`config.mk`:
```
export PLATFORM = sky130hd
export DESIGN_NAME = burst_copy_engine
export DESIGN_NICKNAME = d
export VERILOG_FILES = /design/src/rtl/bce_pkg.sv /design/src/rtl/bce_seq_fsm.sv /design/src/rtl/bce_addr_gen.sv /design/src/rtl/bce_data_reg.sv /design/src/rtl/burst_copy_engine.sv
export SDC_FILE = /design/constraint.sdc
export NUM_CORES = 1
export LEC_CHECK = 0
export BUFFER_PORTS_ARGS = -buffer_cell sky130_fd_sc_hd__buf_4
export CAP_MARGIN = 5
export CORE_AREA = 2 2 105 107
export CTS_CLUSTER_DIAMETER = 120
export DETAILED_ROUTE_END_ITERATION = 12
export DIE_AREA = 0 0 107 109
export GPL_TIMING_DRIVEN = 0
export PLACE_DENSITY = 0.72
export SYNTH_ARGS = -nofsm -noshare
export SYNTH_HDL_FRONTEND = slang
export SYNTH_SLANG_ARGS = --single-unit
```
`constraint.sdc`:
```
create_clock -name clk -period 4.3 [get_ports clk]
set_input_delay 0.645 -clock clk [delete_from_list [all_inputs] [get_ports clk]]
set_output_delay 0.645 -clock clk [all_outputs]
set_load 0.01 [all_outputs]
```
`src/rtl/bce_pkg.sv`:
```
package bce_pkg;

    typedef enum logic [3:0] {
        ST_IDLE,
        ST_GAP,
        ST_RD_OUT,
        ST_RD_WAIT,
        ST_RD_DATA,
        ST_WR_OUT,
        ST_WR_DATA,
        ST_HOLD,
        ST_RESUME,
        ST_DONE
    } bce_state_e;

endpackage

```
`src/rtl/bce_seq_fsm.sv`:
```
module bce_seq_fsm
    import bce_pkg::*;
#(
    parameter int LEN_W = 8,
    parameter int CNT_W = 8
) (
    input  logic             clk,
    input  logic             rst_n,
    input  logic             start,
    input  logic [LEN_W-1:0] cfg_len,
    input  logic [CNT_W-1:0] cfg_cnt,
    input  logic             cfg_wide,
    input  logic             cfg_slow,
    input  logic             preempt,
    output bce_state_e       state,
    output logic             wide,
    output logic             busy,
    output logic             done
);

    localparam logic [LEN_W-1:0] LEN_ONE = LEN_W'(1);
    localparam logic [CNT_W-1:0] CNT_ONE = CNT_W'(1);

    bce_state_e       state_q, state_d;
    logic [LEN_W-1:0] len_q, words_left_q;
    logic [CNT_W-1:0] bursts_left_q;
    logic             wide_q, slow_q;
    logic             last_word, last_burst, zero_cfg;

    assign last_word  = (words_left_q == LEN_ONE);
    assign last_burst = (bursts_left_q == CNT_ONE);
    assign zero_cfg   = (cfg_len == '0) || (cfg_cnt == '0);

    // State register
    always_ff @(posedge clk or negedge rst_n) begin
        if (!rst_n) state_q <= ST_IDLE;
        else        state_q <= state_d;
    end

    // Next-state logic
    always_comb begin
        state_d = state_q;
        unique case (state_q)
            ST_IDLE:    if (start) state_d = zero_cfg ? ST_DONE : ST_GAP;
            ST_GAP:     state_d = preempt ? ST_HOLD : ST_RD_OUT;
            ST_HOLD:    if (!preempt) state_d = ST_RESUME;
            ST_RESUME:  state_d = ST_RD_OUT;
            ST_RD_OUT:  state_d = slow_q ? ST_RD_WAIT : ST_RD_DATA;
            ST_RD_WAIT: state_d = ST_RD_DATA;
            ST_RD_DATA: state_d = ST_WR_OUT;
            ST_WR_OUT:  state_d = ST_WR_DATA;
            ST_WR_DATA: begin
                if (last_word) state_d = last_burst ? ST_DONE : ST_GAP;
                else           state_d = preempt ? ST_HOLD : ST_RD_OUT;
            end
            ST_DONE:    state_d = ST_IDLE;
            default:    state_d = ST_IDLE;
        endcase
    end

    // Captured configuration and word/burst counters
    always_ff @(posedge clk or negedge rst_n) begin
        if (!rst_n) begin
            len_q         <= '0;
            words_left_q  <= '0;
            bursts_left_q <= '0;
            wide_q        <= 1'b0;
            slow_q        <= 1'b0;
        end else if (state_q == ST_IDLE && start) begin
            len_q         <= cfg_len;
            words_left_q  <= cfg_len;
            bursts_left_q <= cfg_cnt;
            wide_q        <= cfg_wide;
            slow_q        <= cfg_slow;
        end else if (state_q == ST_WR_DATA) begin
            if (last_word) begin
                words_left_q  <= len_q;
                bursts_left_q <= bursts_left_q - CNT_ONE;
            end else begin
                words_left_q  <= words_left_q - LEN_ONE;
            end
        end
    end

    // Outputs
    always_comb begin
        state = state_q;
        wide  = wide_q;
        busy  = (state_q != ST_IDLE) && (state_q != ST_DONE);
        done  = (state_q == ST_DONE);
    end


    hold_release_chk: assert property (@(posedge clk) disable iff (!rst_n)
        (state_q == ST_HOLD && !preempt) |=> (state_q == ST_RESUME));


    slow_stall_chk: assert property (@(posedge clk) disable iff (!rst_n)
        (state_q == ST_RD_OUT && slow_q) |=> (state_q == ST_RD_WAIT));


    cfg_hold_chk: assert property (@(posedge clk) disable iff (!rst_n)
        (busy && start) |=> ($stable(len_q) && $stable(wide_q) && $stable(slow_q)));


    gap_no_bus_chk: assert property (@(posedge clk) disable iff (!rst_n)
        (state_q == ST_GAP && !preempt) |=> (state_q == ST_RD_OUT));

endmodule

```
`src/rtl/bce_addr_gen.sv`:
```
module bce_addr_gen #(
    parameter int ADDR_W = 16
) (
    input  logic              clk,
    input  logic              rst_n,
    input  logic              load,
    input  logic [ADDR_W-1:0] cfg_src,
    input  logic [ADDR_W-1:0] cfg_dst,
    input  logic              wide,
    input  logic              adv_src,
    input  logic              adv_dst,
    output logic [ADDR_W-1:0] src_addr,
    output logic [ADDR_W-1:0] dst_addr
);

    localparam logic [ADDR_W-1:0] STEP_NARROW = ADDR_W'(1);
    localparam logic [ADDR_W-1:0] STEP_WIDE   = ADDR_W'(2);

    logic [ADDR_W-1:0] src_q, dst_q, step;

    assign step = wide ? STEP_WIDE : STEP_NARROW;

    always_ff @(posedge clk or negedge rst_n) begin
        if (!rst_n) begin
            src_q <= '0;
            dst_q <= '0;
        end else if (load) begin
            src_q <= cfg_src;
            dst_q <= cfg_dst;
        end else begin
            if (adv_src) src_q <= src_q + step;
            if (adv_dst) dst_q <= dst_q + step;
        end
    end

    assign src_addr = src_q;
    assign dst_addr = dst_q;


    src_step_chk: assert property (@(posedge clk) disable iff (!rst_n)
        (adv_src && !load) |=> (src_q == $past(src_q) + $past(step)));


    dst_step_chk: assert property (@(posedge clk) disable iff (!rst_n)
        (adv_dst && !load) |=> (dst_q == $past(dst_q) + $past(step)));

endmodule

```
`src/rtl/bce_data_reg.sv`:
```
module bce_data_reg #(
    parameter int DATA_W = 32
) (
    input  logic              clk,
    input  logic              rst_n,
    input  logic              capture,
    input  logic              wide,
    input  logic [DATA_W-1:0] rdata,
    output logic [DATA_W-1:0] data
);

    localparam int HALF_W = DATA_W / 2;

    logic [DATA_W-1:0] data_q;

    always_ff @(posedge clk or negedge rst_n) begin
        if (!rst_n)       data_q <= '0;
        else if (capture) data_q <= wide ? rdata : {{HALF_W{1'b0}}, rdata[HALF_W-1:0]};
    end

    assign data = data_q;


    narrow_upper_zero_chk: assert property (@(posedge clk) disable iff (!rst_n)
        (capture && !wide) |=> (data_q[DATA_W-1:HALF_W] == '0));

endmodule

```
`src/rtl/burst_copy_engine.sv`:
```
module burst_copy_engine
    import bce_pkg::*;
#(
    parameter int ADDR_W = 16,
    parameter int DATA_W = 32,
    parameter int LEN_W  = 8,
    parameter int CNT_W  = 8
) (
    input  logic              clk,
    input  logic              rst_n,
    input  logic              start,
    input  logic [ADDR_W-1:0] cfg_src_addr,
    input  logic [ADDR_W-1:0] cfg_dst_addr,
    input  logic [LEN_W-1:0]  cfg_burst_len,
    input  logic [CNT_W-1:0]  cfg_burst_cnt,
    input  logic              cfg_wide,
    input  logic              cfg_slow_src,
    input  logic              preempt,
    output logic [ADDR_W-1:0] bus_addr,
    output logic              bus_rd,
    output logic              bus_wr,
    output logic              bus_wide,
    output logic [DATA_W-1:0] bus_wdata,
    input  logic [DATA_W-1:0] bus_rdata,
    output logic              busy,
    output logic              done
);

    bce_state_e        state;
    logic              wide;
    logic [ADDR_W-1:0] src_addr, dst_addr;
    logic              load;

    assign load = (state == ST_IDLE) && start;

    bce_seq_fsm #(.LEN_W(LEN_W), .CNT_W(CNT_W)) u_fsm (
        .clk      (clk),
        .rst_n    (rst_n),
        .start    (start),
        .cfg_len  (cfg_burst_len),
        .cfg_cnt  (cfg_burst_cnt),
        .cfg_wide (cfg_wide),
        .cfg_slow (cfg_slow_src),
        .preempt  (preempt),
        .state    (state),
        .wide     (wide),
        .busy     (busy),
        .done     (done)
    );

    bce_addr_gen #(.ADDR_W(ADDR_W)) u_addr (
        .clk      (clk),
        .rst_n    (rst_n),
        .load     (load),
        .cfg_src  (cfg_src_addr),
        .cfg_dst  (cfg_dst_addr),
        .wide     (cfg_wide_sel(load, cfg_wide, wide)),
        .adv_src  (state == ST_RD_OUT),
        .adv_dst  (state == ST_WR_OUT),
        .src_addr (src_addr),
        .dst_addr (dst_addr)
    );

    bce_data_reg #(.DATA_W(DATA_W)) u_data (
        .clk     (clk),
        .rst_n   (rst_n),
        .capture (state == ST_RD_DATA),
        .wide    (wide),
        .rdata   (bus_rdata),
        .data    (bus_wdata)
    );

    function automatic logic cfg_wide_sel(input logic ld, input logic c, input logic q);
        return ld ? c : q;
    endfunction

    // Bus outputs
    always_comb begin
        bus_rd   = (state == ST_RD_OUT);
        bus_wr   = (state == ST_WR_OUT);
        bus_wide = wide;
        if (bus_rd)      bus_addr = src_addr;
        else if (bus_wr) bus_addr = dst_addr;
        else             bus_addr = '0;
    end


    rd_wr_excl_chk: assert property (@(posedge clk) disable iff (!rst_n)
        !(bus_rd && bus_wr));


    wr_data_phase_chk: assert property (@(posedge clk) disable iff (!rst_n)
        bus_wr |=> (!bus_rd && !bus_wr && busy));


    done_pulse_chk: assert property (@(posedge clk) disable iff (!rst_n)
        done |=> (!done && !busy));


    done_after_write_chk: assert property (@(posedge clk) disable iff (!rst_n)
        $rose(done) |-> !$past(bus_rd));

endmodule

```
==> impl_metrics.ini <==
[detailed_routing]
wirelength_um = 15120
vias_per_cell = 5.783
vias = 4985
drc = 0
drtIter0Drc = 339
drt_first_pass_iters = 7
wl_per_cell_um = 17.54
ant_nets = 0

[layout]
area_growth_pct = 28.20
instances_no_fill = 862
final_cell_mix = 140 x buf_4, 118 x nand2_1, 94 x dfrtp_1
layout_commonest_cell = buf_4
layout.nets = 811
num_antenna_cells = 0
drive_gt1_share_pct = 26.59

[run_status]
status = completed

[floorplan]
die_h_um = 109
start_util_pct = 48.54
die_x_um = 107
coreArea_um2 = 10600
die-area_um2 = 11660
placementRows = 38
ios = 139

[clock_network]
clk_path_buf_depth = 2
cts_resized = 0
cts-htree-levels = 3
hold_buffers = 0
tritoncts = built
root_buffer = clkbuf_8
insertion_delay_ns = 0.37
post_cts_buffers = 0
cts_buffers = 9
numClockSinks = 94
path_clk_slew_ns = 0.09

[min_path]
min_path_type = input pin to asynchronous set/reset pin

[critical_path]
r2r-end = u_addr.dst_addr[14]$_DFFE_PN0P_
path_max_fanout = 10
reg2reg_from = u_fsm.state[0]$_DFFE_PN0P_
cp.required_ns = 3.65
r2r_cells = 11
cp-endpoint = bus_addr[7]
ff2ff_setup_slack_ns = 1.13
startpoint = u_fsm.state[0]$_DFFE_PN0P_
critPathArrivalTime_ns = 2.65
critPathKind = register to output pin
end_kind = output pin
cp-start-kind = register

[pwr]
ir_worst_vdd_v = 0.0003228
powerDensity_nw_per_um2 = 708.0
finalPower_mw = 4.671
power.leakage_nw = 2.982

[global_route]
grt_pass1_vias = 4909
grt-ovfl-total = 0
grt_max_degree = 95
antenna_found_initial = 0
grt_pass1_wl_um = 24140
grt_usage_pct = 26.35

[placed_design]
dp_slack_ns = 1.242
numPortBuffers = 138
gp_congestion = 0.9212
dpl.cell_count = 846
dp_hpwl_um = 10970

[synthesis]
syn_inst = 568
ys_async_sr_fraction_pct = 100.0
synth_edf_count = 0
synth_fp_nets = 661
yosysWarnings = 0
ys_types = 63
synth_seq_area_share_pct = 45.71
synth_seq_cells = 94
syn_avg_cell_area_um2 = 9.060
netlist_area_um2 = 5146
synthFlopType = dfrtp_1

[timing]
fin_crit_ns = 3.292
setup_viol = 0
fin_setup_tns_ns = 0
clock_skew_ns = 0.01328
relSlewSlack_pct = 40.30
fin_ws_ns = 1.008
hold_violations = 0
tightest_slew_ns = 0.8816
rsz0062_at_grt = false
period_share_pct = 76.55
maxSlewViolCount = 0
fmaxAchievable_ghz = 0.3038

[job]
timing.max_cap.violations = 0
metal layers:
layer / up-vias / track usage, % / routed length [um]
met4: 0 / 9.833 / 306
met5: - / 0 / 0
li1: 2343 / - / -
met2: 192 / 44.31 / 7488
met3: 24 / 3.945 / 837
met1: 2426 / 34.69 / 6490
cells in the mapped netlist, types with 7 or more instances:
library cell | instances | area, um2
nand2_1 | 118 | 442.9
and3_1 | 13 | 81.33
xnor2_1 | 10 | 87.58
clkbuf_1 | 23 | 86.33
a21oi_1 | 28 | 140.1
a22o_1 | 10 | 87.58
mux2_2 | 16 | 180.2
o211ai_1 | 9 | 67.56
nor3_1 | 15 | 75.07
dfrtp_1 | 94 | 2352
nor4_1 | 12 | 75.07
a221o_1 | 7 | 70.07
inv_1 | 12 | 45.04
o21ai_0 | 46 | 230.2
xor2_1 | 10 | 87.58
nand3_1 | 16 | 80.08
nand4_1 | 8 | 50.05
nor2_1 | 27 | 101.4
through the flow:
| step | area, um2 | utilization, % | hold WS, ns |
|---|---|---|---|
| after floorplan | 5146 | - | 0.3494 |
| after global placement | 6357 | 59.96 | 0.4614 |
| after detailed placement | 6357 | 59.96 | 0.4644 |
| after CTS | 6570 | 61.97 | 0.4531 |
| after global routing | 6598 | 62.23 | 0.1746 |
| final | 6598 | 62.23 | 0.1707 |
critical path, stage by stage (launching register included):
cell and delay, ns:
dfrtp_1 0.39, clkbuf_1 0.24, or4_1 0.62, inv_2 0.17
clkbuf_1 0.43, nand2_1 0.17, o21ai_0 0.11, buf_4 0.15
sequential cells by signal (all words and copies together), names as in the netlist:
name	count
u_fsm.slow_q	1
u_addr.dst_addr	16
u_fsm.bursts_left_q	8
u_data.data	32
u_fsm.state	4
u_addr.src_addr	16
u_fsm.wide	1
u_fsm.len_q	8
u_fsm.words_left_q	8
report_power, final:
group	leakage, nW	internal [mW]	switching, mW
Combinational	1.71	1.04	1.28
Sequential	1.17	1.31	0.388
Clock	0.103	0.327	0.329
cells by family after synthesis:
group	Yosys count	share of synthesized area (%)
buf+inv	50	4.206
fa+ha+maj	7	1.848
compound gates	142	18.89
flops	94	45.71
simple gates	238	22.25
xor+xnor	20	3.404
mux	17	3.696
worst min-delay path by stage:
| stage | endpoint | cells past startpoint | slack [ns] |
|---|---|---|---|
| finish | u_data.data[26]$_DFFE_PN0P_ | 1 | 0.17 |
| floorplan | u_addr.dst_addr[0]$_DFFE_PN0P_ | 0 | 0.35 |
| detailed placement | u_fsm.len_q[0]$_DFFE_PN0N_ | 2 | 0.46 |
| CTS | u_fsm.slow_q$_DFFE_PN0N_ | 3 | 0.45 |
| global placement | u_fsm.len_q[0]$_DFFE_PN0N_ | 2 | 0.46 |
| global route | u_data.data[26]$_DFFE_PN0P_ | 1 | 0.17 |
final cells by class:
class                           instances  area [um2]
Timing Repair Buffer                  139        1064
Fill cell                             936        4005
Buffer                                 35       160.2
Inverter                               15       56.30
Clock inverter                          5       85.08
Clock buffer                           10       127.6
Sequential cell                        94        2352
Tap cell                              140       175.2
Multi-Input combinational cell        424        2577
(Power assumes the default switching activity.)
